**config.mk**
```make
export PLATFORM = sky130hd
export DESIGN_NAME = sram_pair_sequencer
export DESIGN_NICKNAME = d
export VERILOG_FILES = /design/src/rtl/sps_pkg.sv /design/src/rtl/sps_req_sync.sv /design/src/rtl/sps_seq_fsm.sv /design/src/rtl/sps_bank_demux.sv /design/src/rtl/sram_pair_sequencer.sv
export SDC_FILE = /design/constraint.sdc
export NUM_CORES = 1
export LEC_CHECK = 0
export ABC_AREA = 1
export BUFFER_PORTS_ARGS = -buffer_cell sky130_fd_sc_hd__buf_2
export CORE_MARGIN = 4
export CORE_UTILIZATION = 48
export DETAILED_ROUTE_END_ITERATION = 7
export PLACE_DENSITY = 0.73
export SLEW_MARGIN = 30
export SYNTH_ARGS = -nofsm -noshare
export SYNTH_HDL_FRONTEND = slang
export SYNTH_SLANG_ARGS = --single-unit
```
**constraint.sdc**
```tcl
create_clock -name clk -period 1.4 [get_ports clk]
set_input_delay 0.07 -clock clk [delete_from_list [all_inputs] [get_ports clk]]
set_output_delay 0.07 -clock clk [all_outputs]
set_load 0.02 [all_outputs]
```
**src/rtl/sps_pkg.sv**
```systemverilog
package sps_pkg;

  typedef enum logic [3:0] {
    ST_IDLE,
    ST_RD_OE,
    ST_RD_CS,
    ST_RD_ACK,
    ST_RD_DROP,
    ST_WR_CS,
    ST_WR_WE,
    ST_WR_ACK,
    ST_WR_DROP,
    ST_RELEASE
  } seq_state_t;

  // Active-high internal strobe set, one per state.
  typedef struct packed {
    logic sel;
    logic wen;
    logic oen;
    logic ack;
    logic bufen;
  } strobe_t;

  localparam strobe_t STROBE_NONE = '{sel: 1'b0, wen: 1'b0, oen: 1'b0, ack: 1'b0, bufen: 1'b0};

  function automatic strobe_t strobes_of(seq_state_t s);
    strobe_t r;
    r = STROBE_NONE;
    case (s)
      ST_RD_OE:   begin r.oen = 1'b1; end
      ST_RD_CS:   begin r.oen = 1'b1; r.sel = 1'b1; end
      ST_RD_ACK:  begin r.oen = 1'b1; r.sel = 1'b1; r.ack = 1'b1; r.bufen = 1'b1; end
      ST_RD_DROP: begin r.oen = 1'b1; r.ack = 1'b1; end
      ST_WR_CS:   begin r.sel = 1'b1; end
      ST_WR_WE:   begin r.sel = 1'b1; r.wen = 1'b1; end
      ST_WR_ACK:  begin r.sel = 1'b1; r.wen = 1'b1; r.ack = 1'b1; end
      ST_WR_DROP: begin r.sel = 1'b1; r.ack = 1'b1; end
      ST_RELEASE: begin r.ack = 1'b1; end
      default:    r = STROBE_NONE;
    endcase
    return r;
  endfunction

endpackage

```
**src/rtl/sps_req_sync.sv**
```systemverilog
module sps_req_sync #(
  parameter int STAGES = 2
) (
  input  logic clk,
  input  logic rst_n,
  input  logic async_in,
  output logic sync_out
);
  logic [STAGES-1:0] chain_q;

  generate
    if (STAGES == 1) begin : g_one
      always_ff @(posedge clk or negedge rst_n) begin
        if (!rst_n) chain_q <= '0;
        else        chain_q <= async_in;
      end
    end else begin : g_many
      always_ff @(posedge clk or negedge rst_n) begin
        if (!rst_n) chain_q <= '0;
        else        chain_q <= {chain_q[STAGES-2:0], async_in};
      end
    end
  endgenerate

  assign sync_out = chain_q[STAGES-1];
endmodule

```
**src/rtl/sps_seq_fsm.sv**
```systemverilog
module sps_seq_fsm
  import sps_pkg::*;
#(
  parameter int BANK_W = 1
) (
  input  logic              clk,
  input  logic              rst_n,
  input  logic              req_s,
  input  logic              wr_in,
  input  logic [BANK_W-1:0] bank_in,
  output strobe_t           strb_nx,
  output logic [BANK_W-1:0] bank_nx
);
  seq_state_t        state_q, state_d;
  logic [BANK_W-1:0] bank_q;

  always_comb begin
    state_d = state_q;
    bank_nx = bank_q;
    case (state_q)
      ST_IDLE: if (req_s) begin
        bank_nx = bank_in;
        state_d = wr_in ? ST_WR_CS : ST_RD_OE;
      end
      ST_RD_OE:   state_d = ST_RD_CS;
      ST_RD_CS:   state_d = ST_RD_ACK;
      ST_RD_ACK:  if (!req_s) state_d = ST_RD_DROP;
      ST_RD_DROP: state_d = ST_RELEASE;
      ST_WR_CS:   state_d = ST_WR_WE;
      ST_WR_WE:   state_d = ST_WR_ACK;
      ST_WR_ACK:  if (!req_s) state_d = ST_WR_DROP;
      ST_WR_DROP: state_d = ST_RELEASE;
      ST_RELEASE: state_d = ST_IDLE;
      default:    state_d = ST_IDLE;
    endcase
    strb_nx = strobes_of(state_d);
  end

  always_ff @(posedge clk or negedge rst_n) begin
    if (!rst_n) begin
      state_q <= ST_IDLE;
      bank_q  <= '0;
    end else begin
      state_q <= state_d;
      bank_q  <= bank_nx;
    end
  end

  // while the host still requests, the acknowledge phase is held
  assert_ack_hold_R8: assert property (@(posedge clk) disable iff (!rst_n)
    ((state_q == ST_RD_ACK || state_q == ST_WR_ACK) && req_s) |=> strobes_of(state_q).ack);

  // chip choice only moves when a new request is accepted from idle
  assert_bank_frozen_R10: assert property (@(posedge clk) disable iff (!rst_n)
    (state_q != ST_IDLE) |=> $stable(bank_q));
endmodule

```
**src/rtl/sps_bank_demux.sv**
```systemverilog
module sps_bank_demux
  import sps_pkg::*;
#(
  parameter int NUM_BANKS = 2,
  parameter int BANK_W    = 1
) (
  input  strobe_t                strb,
  input  logic [BANK_W-1:0]      bank,
  output logic [NUM_BANKS-1:0]   cs_n,
  output logic [NUM_BANKS-1:0]   we_n,
  output logic [NUM_BANKS-1:0]   oe_n,
  output logic                   buf_n
);
  for (genvar i = 0; i < NUM_BANKS; i++) begin : g_bank
    logic hit;
    assign hit     = (bank == BANK_W'(i));
    assign cs_n[i] = ~(hit & strb.sel);
    assign we_n[i] = ~(hit & strb.wen);
    assign oe_n[i] = ~(hit & strb.oen);
  end

  assign buf_n = ~strb.bufen;
endmodule

```
**src/rtl/sram_pair_sequencer.sv**
```systemverilog
module sram_pair_sequencer
  import sps_pkg::*;
#(
  parameter  int LOC_W       = 4,
  parameter  int NUM_BANKS   = 2,
  parameter  int SYNC_STAGES = 2,
  localparam int BANK_W      = (NUM_BANKS > 1) ? $clog2(NUM_BANKS) : 1,
  localparam int ADDR_W      = LOC_W + BANK_W
) (
  input  logic                 clk,
  input  logic                 rst_n,
  input  logic                 host_req,
  input  logic                 host_wr,
  input  logic [ADDR_W-1:0]    host_addr,
  output logic                 host_ack,
  output logic                 buf_en_n,
  output logic [LOC_W-1:0]     ram_addr,
  output logic [NUM_BANKS-1:0] ram_cs_n,
  output logic [NUM_BANKS-1:0] ram_we_n,
  output logic [NUM_BANKS-1:0] ram_oe_n
);
  logic              req_s;
  strobe_t           strb_nx;
  logic [BANK_W-1:0] bank_nx;
  logic [NUM_BANKS-1:0] cs_d, we_d, oe_d;
  logic              buf_d;

  assign ram_addr = host_addr[LOC_W-1:0];

  sps_req_sync #(.STAGES(SYNC_STAGES)) u_sync (
    .clk(clk), .rst_n(rst_n), .async_in(host_req), .sync_out(req_s)
  );

  sps_seq_fsm #(.BANK_W(BANK_W)) u_fsm (
    .clk(clk), .rst_n(rst_n), .req_s(req_s), .wr_in(host_wr),
    .bank_in(host_addr[ADDR_W-1 -: BANK_W]),
    .strb_nx(strb_nx), .bank_nx(bank_nx)
  );

  sps_bank_demux #(.NUM_BANKS(NUM_BANKS), .BANK_W(BANK_W)) u_demux (
    .strb(strb_nx), .bank(bank_nx),
    .cs_n(cs_d), .we_n(we_d), .oe_n(oe_d), .buf_n(buf_d)
  );

  // Glitch-free strobes: every pin comes straight from a flop.
  always_ff @(posedge clk or negedge rst_n) begin
    if (!rst_n) begin
      ram_cs_n <= '1;
      ram_we_n <= '1;
      ram_oe_n <= '1;
      buf_en_n <= 1'b1;
      host_ack <= 1'b0;
    end else begin
      ram_cs_n <= cs_d;
      ram_we_n <= we_d;
      ram_oe_n <= oe_d;
      buf_en_n <= buf_d;
      host_ack <= strb_nx.ack;
    end
  end

  assert_single_driver_R7: assert property (@(posedge clk) disable iff (!rst_n)
    $onehot0(~ram_oe_n));

  assert_buf_gated_R11: assert property (@(posedge clk) disable iff (!rst_n)
    !buf_en_n |-> (host_ack && (ram_oe_n != '1)));

  assert_ack_after_release_R8: assert property (@(posedge clk) disable iff (!rst_n)
    $fell(host_ack) |-> ($past(&ram_cs_n) && $past(&ram_we_n) && $past(&ram_oe_n)));

  for (genvar i = 0; i < NUM_BANKS; i++) begin : g_chk
    assert_write_no_oe_R4: assert property (@(posedge clk) disable iff (!rst_n)
      !ram_we_n[i] |-> (ram_oe_n[i] && !ram_cs_n[i]));

    assert_we_after_cs_R4: assert property (@(posedge clk) disable iff (!rst_n)
      $fell(ram_we_n[i]) |-> $past(!ram_cs_n[i]));

    assert_cs_after_oe_R2: assert property (@(posedge clk) disable iff (!rst_n)
      ($fell(ram_cs_n[i]) && !ram_oe_n[i]) |-> $past(!ram_oe_n[i]));

    assert_cs_before_oe_off_R3: assert property (@(posedge clk) disable iff (!rst_n)
      $rose(ram_oe_n[i]) |-> $past(ram_cs_n[i]));
  end
endmodule

```
# == Word level (Yosys, flattened, before mapping) ==
# Index checks and enable logic that the tools add are counted.
# totals
ff_bits,15
latch_bits,0
mem_bits_rw,0
mem_bits_ro,0
in_bits,9
output_inout_bits,12
elab_cells,57
mem_count,0
# classes
n_addsub,0
n_mul,0
div,0
magnitude_cmp,0
eq_ne,17
shifts,0
mux,12
bitwise_logic,14
n_reduce_logical,6
# op_table
operator,n
"== test 4 x 3 -> 1 bit, second input constant",8
one-hot mux 4 bit (8 select lines),1
"== test 4 x 2 -> 1 bit, second input constant",4
"== test 4 bit, second input constant",3
2-to-1 mux 4 bit,3
"== test 4 x 1 -> 1 bit, second input constant",2
NOT 1 bit,8
2-to-1 mux 1 bit,7
AND 1 bit,6
OR reduction 6 bit,1
OR reduction 5 bit,1
zero test 4 bit,1
OR reduction 2 bit,2
OR reduction 4 bit,1
2-to-1 mux 3 bit,1

# == Longest topological paths before layout ==
# Gate-level depths: netlist of run 1.
# logic_depth
depth_word,8
depth_mapped,9

# == By module ==
# A second synthesis of run 1 with hierarchy kept.
# unflattened
cells_unflattened,68
hier_area_um2,686.9
# modules_own_cells
mod,instances,cells_per_inst,area_per_inst_um2,seq_area_each_um2
sps_seq_fsm,1,46,367.9,125.1
sram_pair_sequencer,1,12,239.0,209.0
sps_req_sync,1,2,50.0,50.0
sps_bank_demux,1,8,30.0,0.0

# == Worst setup path before layout of run 1 ==
# No wires, ideal clock.
# synth_path
path_type,register -> register
startpoint,register u_fsm.state_q[3]
endpoint,register u_fsm.bank_q
arrival_ns,0.978
t_required_ns,1.273
path_slack_ns,0.295
stages_incl_launch_ff,5
path_buffers,0
period_less_slack_ns,1.105
path_cell_list,dfrtp_1 nor2_2 nand3_2 o21ai_2 inv_2
# synth_via
elab_chain_cells,2
# synth_rtl
element,line,source
from (decl),sps_seq_fsm.sv:14,"seq_state_t state_q, state_d;"
from (signal assigned),sps_seq_fsm.sv:44,state_q <= state_d;
zero test 4 bit,sps_seq_fsm.sv:20,case (state_q)
2-to-1 mux 1 bit,sps_seq_fsm.sv:20,
net bank_nx,sram_pair_sequencer.sv:24,logic [BANK_W-1:0] bank_nx;
to (signal assigned),sps_seq_fsm.sv:45,bank_q <= bank_nx;
to (decl),sps_seq_fsm.sv:15,logic [BANK_W-1:0] bank_q;
# The timed path passes the listed nets, and every way through them passes these cells.

# == Worst setup path in the final report of run 1 ==
# layout_path
startpoint,register u_fsm.state_q[2]
endpoint,register ram_oe_n[1]
# layout_via
elab_chain_cells,8
# layout_rtl
element,line,source
== test 4 x 3 -> 1 bit or == test 4 bit (tied branches),sps_seq_fsm.sv:20,
OR reduction 2 bit (no line),-,
one-hot mux 4 bit (8 select lines),sps_seq_fsm.sv:20,
== test 4 x 1 -> 1 bit (tied with other cells),sps_pkg.sv:30,case (s)
OR reduction 4 bit (no line),-,
2-to-1 mux 1 bit,sps_pkg.sv:30,
AND 1 bit (*),sps_bank_demux.sv:19,assign oe_n[i] = ~(hit & strb.oen);
NOT 1 bit (*),sps_bank_demux.sv:19,
net oe_d[1],sram_pair_sequencer.sv:25,"logic [NUM_BANKS-1:0] cs_d, we_d, oe_d;"
to (signal assigned),sram_pair_sequencer.sv:50,ram_oe_n <= '1;
to (signal assigned),sram_pair_sequencer.sv:56,ram_oe_n <= oe_d;
to (decl),sram_pair_sequencer.sv:20,output logic [NUM_BANKS-1:0] ram_oe_n
# Mark *: on every way through the listed nets, which the timed path passes. The rest lies on a longest branch.

==> impl_metrics.env, run 1 <==
export IMPL_clock_latency_ns=0.28
export IMPL_first_global_vias=530
export IMPL_grt_pass1_wl_microns=2130
export IMPL_synthCells=81
export IMPL_maxSlewHeadroom_pct=79.5
export IMPL_setup_tns_ns=0
export IMPL_slew_violations=0
export IMPL_ant_nets=0
export IMPL_ys_seq_area_share_pct=55.9
export IMPL_syn_area_sq_um=687
export IMPL_drive_gt1_share_pct=30.5
export IMPL_clk_pin_slew_ns=0.09
export IMPL_dpl_hpwl_microns=991
export IMPL_drv_cap=0
export IMPL_ios=21
export IMPL_tritoncts="yes"
export IMPL_critPathMaxStageDelay_ns=0.47
export IMPL_ff2ff_setup_slack_ns=0.13
export IMPL_critPathSlowestCell="dfrtp_1"
export IMPL_setup_viol=0
export IMPL_area_growth_syn_to_layout_pct=14.8
export IMPL_first_pass_iters=4
export IMPL_vdd_drop_max_uv=1270
export IMPL_worstSetupStartpointType="flop"
export IMPL_drc=0
export IMPL_numPortBuffers=12
export IMPL_fin_util_pct=59.8
export IMPL_cts_sinks=15
export IMPL_yosysUniqueCellTypes=18
export IMPL_post_route_min_period_ns=1.27
export IMPL_final_common_cell="nand2_1"
export IMPL_syn_nets=90
export IMPL_post_cts_buffers=0
export IMPL_synth_ff_latch_count=15
export IMPL_required_ns=1.62
export IMPL_dp_cells=104
export IMPL_synth_area_leaders="dfrtp_1, dfstp_2, nand2_1"
export IMPL_yosysWarnings=0
export IMPL_crit_chain="inv_1 -> nand2_1 -> nor2_1 -> nand2_1 -> nand2_1 -> nor2_2 -> nand3_1 -> nand2_1 -> nand2_1"
export IMPL_final_cell_count_no_fill=110
export IMPL_routed_via_count=571
export IMPL_mostFrequentLayoutCells="nand2_1, buf_2, inv_1"
export IMPL_status="finished clean"
export IMPL_yosys_area_top_type="dfrtp_1"
export IMPL_worstPathMaxFanout=5
export IMPL_synth_top_area_share_pct=29.1
export IMPL_wirelength_microns=1300
export IMPL_gp_congestion=0.927
export IMPL_power_density_nw_per_um2=2510
export IMPL_crit_arrival_ns=1.49
export IMPL_die_area_sq_um=2100
export IMPL_fp_dieW_microns=45.8
export IMPL_fin_ws_ns=0.126
export IMPL_skew_ns=0.00114
export IMPL_synth_area_per_cell_sq_um=8.48
export IMPL_vias_per_cell=5.19
export IMPL_antenna_found_initial=0
export IMPL_worstSetupEndpointType="flop"
export IMPL_core_area_sq_um=1320
export IMPL_worst_pin_slew_ns=0.307
export IMPL_die_h_microns=45.8
export IMPL_rsz0062_at_grt="false"
export IMPL_finalCritPeriodShare_pct=91.0
export IMPL_cts_buffer_depth=2
export IMPL_max_freq_mhz=785
export IMPL_hold_violations=0
export IMPL_grt_overflow=0
export IMPL_antenna_cells=0
export IMPL_rows=13
export IMPL_cpMostUsedCell="nand2_1"
export IMPL_power_leakage_nw=0.414
export IMPL_hp_class="in -> reg"
export IMPL_grt_start_max_net_pins=16
export IMPL_dpl_worst_slack_ns=0.118
export IMPL_routedWlPerCell_microns=11.8
export IMPL_htreeDepth=1
export IMPL_start_util_pct=52.1
export IMPL_cts_made_buffers=3
export IMPL_dr_first_iter_drc_count=27
export IMPL_grt_util_all_layers_pct=14.5
export IMPL_finish_net_count=105
export IMPL_root_buffer="clkbuf_4"
export IMPL_critPathKind="reg -> reg"
## what timing repair did
action	CTS	global route
hold buffers	2	0
resized for setup	0	1
setup endpoints to repair	0	2
hold endpoints to repair	16	0
## metrics by stage
step / cell area (sq um) / total power, mW / hold slack [ns]
2_1_floorplan: 687 / 1.49 / -0.226
3_3_place_gp: 736 / 1.71 / -0.0206
3_5_place_dp: 736 / 1.72 / -0.0184
4_1_cts: 783 / 1.98 / 0.0354
5_1_grt: 788 / 2.16 / 0.0487
6_report: 788 / 1.98 / 0.0466
## path summary, 6_finish.rpt
check	start	to	cells after the start
max	u_fsm.state_q[2]	ram_oe_n[1]	9
min	host_addr[4]	ram_we_n[0]	3
max reg2reg	u_fsm.state_q[2]	ram_oe_n[1]	9
min reg2reg	u_sync.chain_q[0]	u_sync.chain_q[1]	0
max in group asynchronous	rst_n	ram_oe_n[1]	2
min in group asynchronous	rst_n	host_ack	2
## power by group
part / total [mW] / switching, mW / leakage [nW] / internal, mW
Combinational: 0.947 / 0.632 / 0.227 / 0.314
Sequential: 0.789 / 0.129 / 0.169 / 0.660
Clock: 0.245 / 0.139 / 0.0177 / 0.106
Total: 1.98 / 0.901 / 0.414 / 1.08
## Yosys cell counts
cell / n
nor2_2: 2
nand3_2: 1
buf_4: 4
nand3b_1: 1
nand2_2: 1
inv_2: 1
nand2_1: 21
a21oi_1: 1
o21ai_1: 1
nand4_1: 1
clkinv_1: 1
dfrtp_1: 8
nor2_1: 9
inv_1: 11
o21ai_2: 1
dfstp_2: 7
nand3_1: 8
nor3_1: 2
## metal layers
layer / global-route usage (%) / up-vias / share of wire (%)
met3: 4.74 / 4 / 6.6
met4: 5.68 / 0 / 2.1
met2: 24.5 / 26 / 50
met5: 0 / - / 0
li1: - / 273 / -
met1: 16.8 / 268 / 41
## kinds of logic (layout without fill, tap and decap cells)
| family | count (synthesis) | count (layout) | synth area share, % |
|---|---|---|---|
| AOI/OAI and AO/OA | 3 | 3 | 2.73 |
| DFF | 15 | 15 | 55.9 |
| and+or+nand+nor | 46 | 46 | 29.9 |
| buffers and inverters | 17 | 31 | 11.5 |
## flip-flops by register name (all words and copies together), names as in the netlist
name,cells
buf_en_n,1
host_ack,1
ram_cs_n,2
ram_oe_n,2
ram_we_n,2
u_fsm.bank_q,1
u_fsm.state_q,4
u_sync.chain_q,2
## worst max-delay path: cells and delay by family, from the launching register on
kind	cells	cell delay, ns
buffers and inverters	1	0.13
AND/OR/NAND/NOR	8	0.60
flip-flops	1	0.47
## final cells by class
type	instances	area [sq um]
fill	121	529
sequential	15	384
multi-input combinational	49	229
timing repair buffer	14	80.1
inverter	13	48.8
clock buffer	3	22.5
tap	15	18.8
clock inverter	1	5.00
Power figures use the tool's default switching activity.
==> inputs of run 2 (changes only) <==
--- a/config.mk
+++ b/config.mk
@@ -10,6 +10,7 @@
 export CORE_MARGIN = 4
 export CORE_UTILIZATION = 48
 export DETAILED_ROUTE_END_ITERATION = 7
+export GPL_TIMING_DRIVEN = 0
 export PLACE_DENSITY = 0.73
 export SLEW_MARGIN = 30
 export SYNTH_ARGS = -nofsm -noshare
==> impl_metrics.env, run 2 (synthesis gave the netlist of run 1 again) <==
export IMPL_root_buffer="clkbuf_4"
export IMPL_wirelength_microns=1330
export IMPL_grt_pass1_wl_microns=2180
export IMPL_hp_class="in -> reg"
export IMPL_max_freq_mhz=805
export IMPL_clockPowerShare_pct=11.6
export IMPL_place_area_sq_um=786
export IMPL_p_int_mw=1.12
export IMPL_numPortBuffers=16
export IMPL_routed_via_count=582
export IMPL_clock_latency_ns=0.27
export IMPL_finalCritPeriodShare_pct=88.7
export IMPL_final_common_cell="nand2_1"
export IMPL_gp_congestion=0.840
export IMPL_die_area_sq_um=2100
export IMPL_first_global_vias=539
export IMPL_cts_buffer_depth=2
export IMPL_tritoncts="yes"
export IMPL_swShare_pct=44.5
export IMPL_power_frac_comb_pct=48.4
export IMPL_design_area_sq_um=853
export IMPL_rsz0062_at_grt="false"
export IMPL_start_util_pct=52.1
export IMPL_final_cell_count_no_fill=118
export IMPL_drv_cap=0
export IMPL_clk_pin_slew_ns=0.08
export IMPL_hold_path_depth=3
export IMPL_worstPathMaxFanout=7
export IMPL_dr_first_iter_drc_count=8
export IMPL_rows=13
export IMPL_antenna_found_initial=0
export IMPL_setup_tns_ns=0
export IMPL_worstSetupStartpoint="u_fsm.state_q[0]"
export IMPL_crit_arrival_ns=1.46
export IMPL_p_seq_share_pct=40.0
export IMPL_maxSlewHeadroom_pct=79.3
export IMPL_setup_viol=0
export IMPL_grt_start_max_net_pins=16
export IMPL_fp_dieW_microns=45.8
export IMPL_vias_per_cell=4.93
export IMPL_cts_made_buffers=3
export IMPL_worst_pin_slew_ns=0.311
export IMPL_skew_ns=0.00298
export IMPL_status="finished clean"
export IMPL_grt_util_all_layers_pct=14.8
export IMPL_critPathKind="reg -> reg"
export IMPL_htreeDepth=1
export IMPL_first_pass_iters=4
export IMPL_die_h_microns=45.8
export IMPL_post_route_min_period_ns=1.24
export IMPL_largest_register="u_fsm.state_q"
export IMPL_power_density_nw_per_um2=2360
export IMPL_post_cts_buffers=0
export IMPL_required_ns=1.62
export IMPL_drive_gt1_share_pct=42.7
export IMPL_dpl_hpwl_microns=1050
export IMPL_finish_net_count=113
export IMPL_largest_reg_flops=4
export IMPL_netSwitchingPower_mw=0.895
export IMPL_rr_worst_depth=5
export IMPL_routedWlPerCell_microns=11.2
export IMPL_antenna_cells=0
export IMPL_power_leakage_nw=0.442
export IMPL_hold_violations=0
export IMPL_area_growth_syn_to_layout_pct=24.2
export IMPL_core_area_sq_um=1320
export IMPL_worstSetupStartpointType="flop"
export IMPL_worstSetupEndpointType="flop"
export IMPL_grt_overflow=0
export IMPL_drc=0
export IMPL_vdd_drop_max_uv=1050
export IMPL_ant_nets=0
export IMPL_dp_cells=112
export IMPL_hp_start="host_addr[4]"
export IMPL_r2r_start="u_fsm.state_q[0]"
export IMPL_ios=21
export IMPL_mostFrequentLayoutCells="nand2_1, buf_2, inv_1"
export IMPL_cts_sinks=15
export IMPL_slew_violations=0
==> run 2: cell count changes in the layout (fill, tap and decap cells not counted) <==
cell,before,now
buf_4,0,4
nand3_2,1,2
clkbuf_1,0,1
inv_2,1,2
nor3_1,2,1
nand3_1,8,7
inv_1,11,10
dfrtp_2,0,5
nor3_2,0,1
clkinv_2,1,0
dfrtp_1,8,3
buf_2,12,16
==> run 2: final timing paths <==
check | to | slack [ns]
worst min register to register | u_sync.chain_q[1] | 0.35
max in group asynchronous | ram_oe_n[0] | 0.91
worst min-delay path | ram_we_n[0] | 0.06
min in group asynchronous | host_ack | 0.21
worst max-delay path | ram_cs_n[1] | 0.16
worst max register to register | ram_cs_n[1] | 0.16
==> run 2: cell type report <==
cell class	instances	area, sq um
clock buffer	4	26.3
multi-input combinational	49	239
tap	15	18.8
inverter	13	48.8
fill	112	464
sequential	15	390
buffer	4	30.0
timing repair buffer	18	100
==> run 2: what timing repair did <==
action	in CTS	in global routing
resized for setup	0	9
endpoints found under the hold margin	16	0
hold buffers	2	0
setup endpoints to repair	0	2
==> run 2: power by group through the flow <==
| stage | registers [mW] | logic [mW] | clock network (mW) |
|---|---|---|---|
| 2_1_floorplan | 0.896 | 0.591 | 0 |
| 3_3_place_gp | 0.779 | 0.923 | 0 |
| 3_5_place_dp | 0.789 | 0.945 | 0 |
| 4_1_cts | 0.782 | 0.955 | 0.243 |
| 5_1_grt | 0.828 | 1.11 | 0.262 |
| 6_report | 0.804 | 0.974 | 0.232 |
==> run 2: critical path, stage by stage, from the launching register on <==
cell	delay, ns
dfrtp_2	0.45
nor2_1	0.19
nand3_2	0.14
o21ai_2	0.23
inv_2	0.08
nand2_1	0.09
==> run 2: metal layers <==
| layer | track usage, % | wire [microns] |
|---|---|---|
| met4 | 3.41 | 8 |
| met5 | 0 | 0 |
| met3 | 5.93 | 95 |
| met1 | 15.9 | 544 |
| met2 | 26.7 | 677 |
==> run 2: through the flow <==
stage | power [mW] | hold WS [ns] | util (%) | setup WS (ns)
CTS | 1.98 | 0.0492 | 63.2 | 0.0797
global placement | 1.70 | -0.0285 | 59.6 | 0.123
detailed placement | 1.73 | -0.0204 | 59.6 | 0.104
global route | 2.20 | 0.0650 | 64.8 | 0.00720
finish | 2.01 | 0.0609 | 64.8 | 0.158
floorplan | 1.49 | -0.226 | - | 0.295
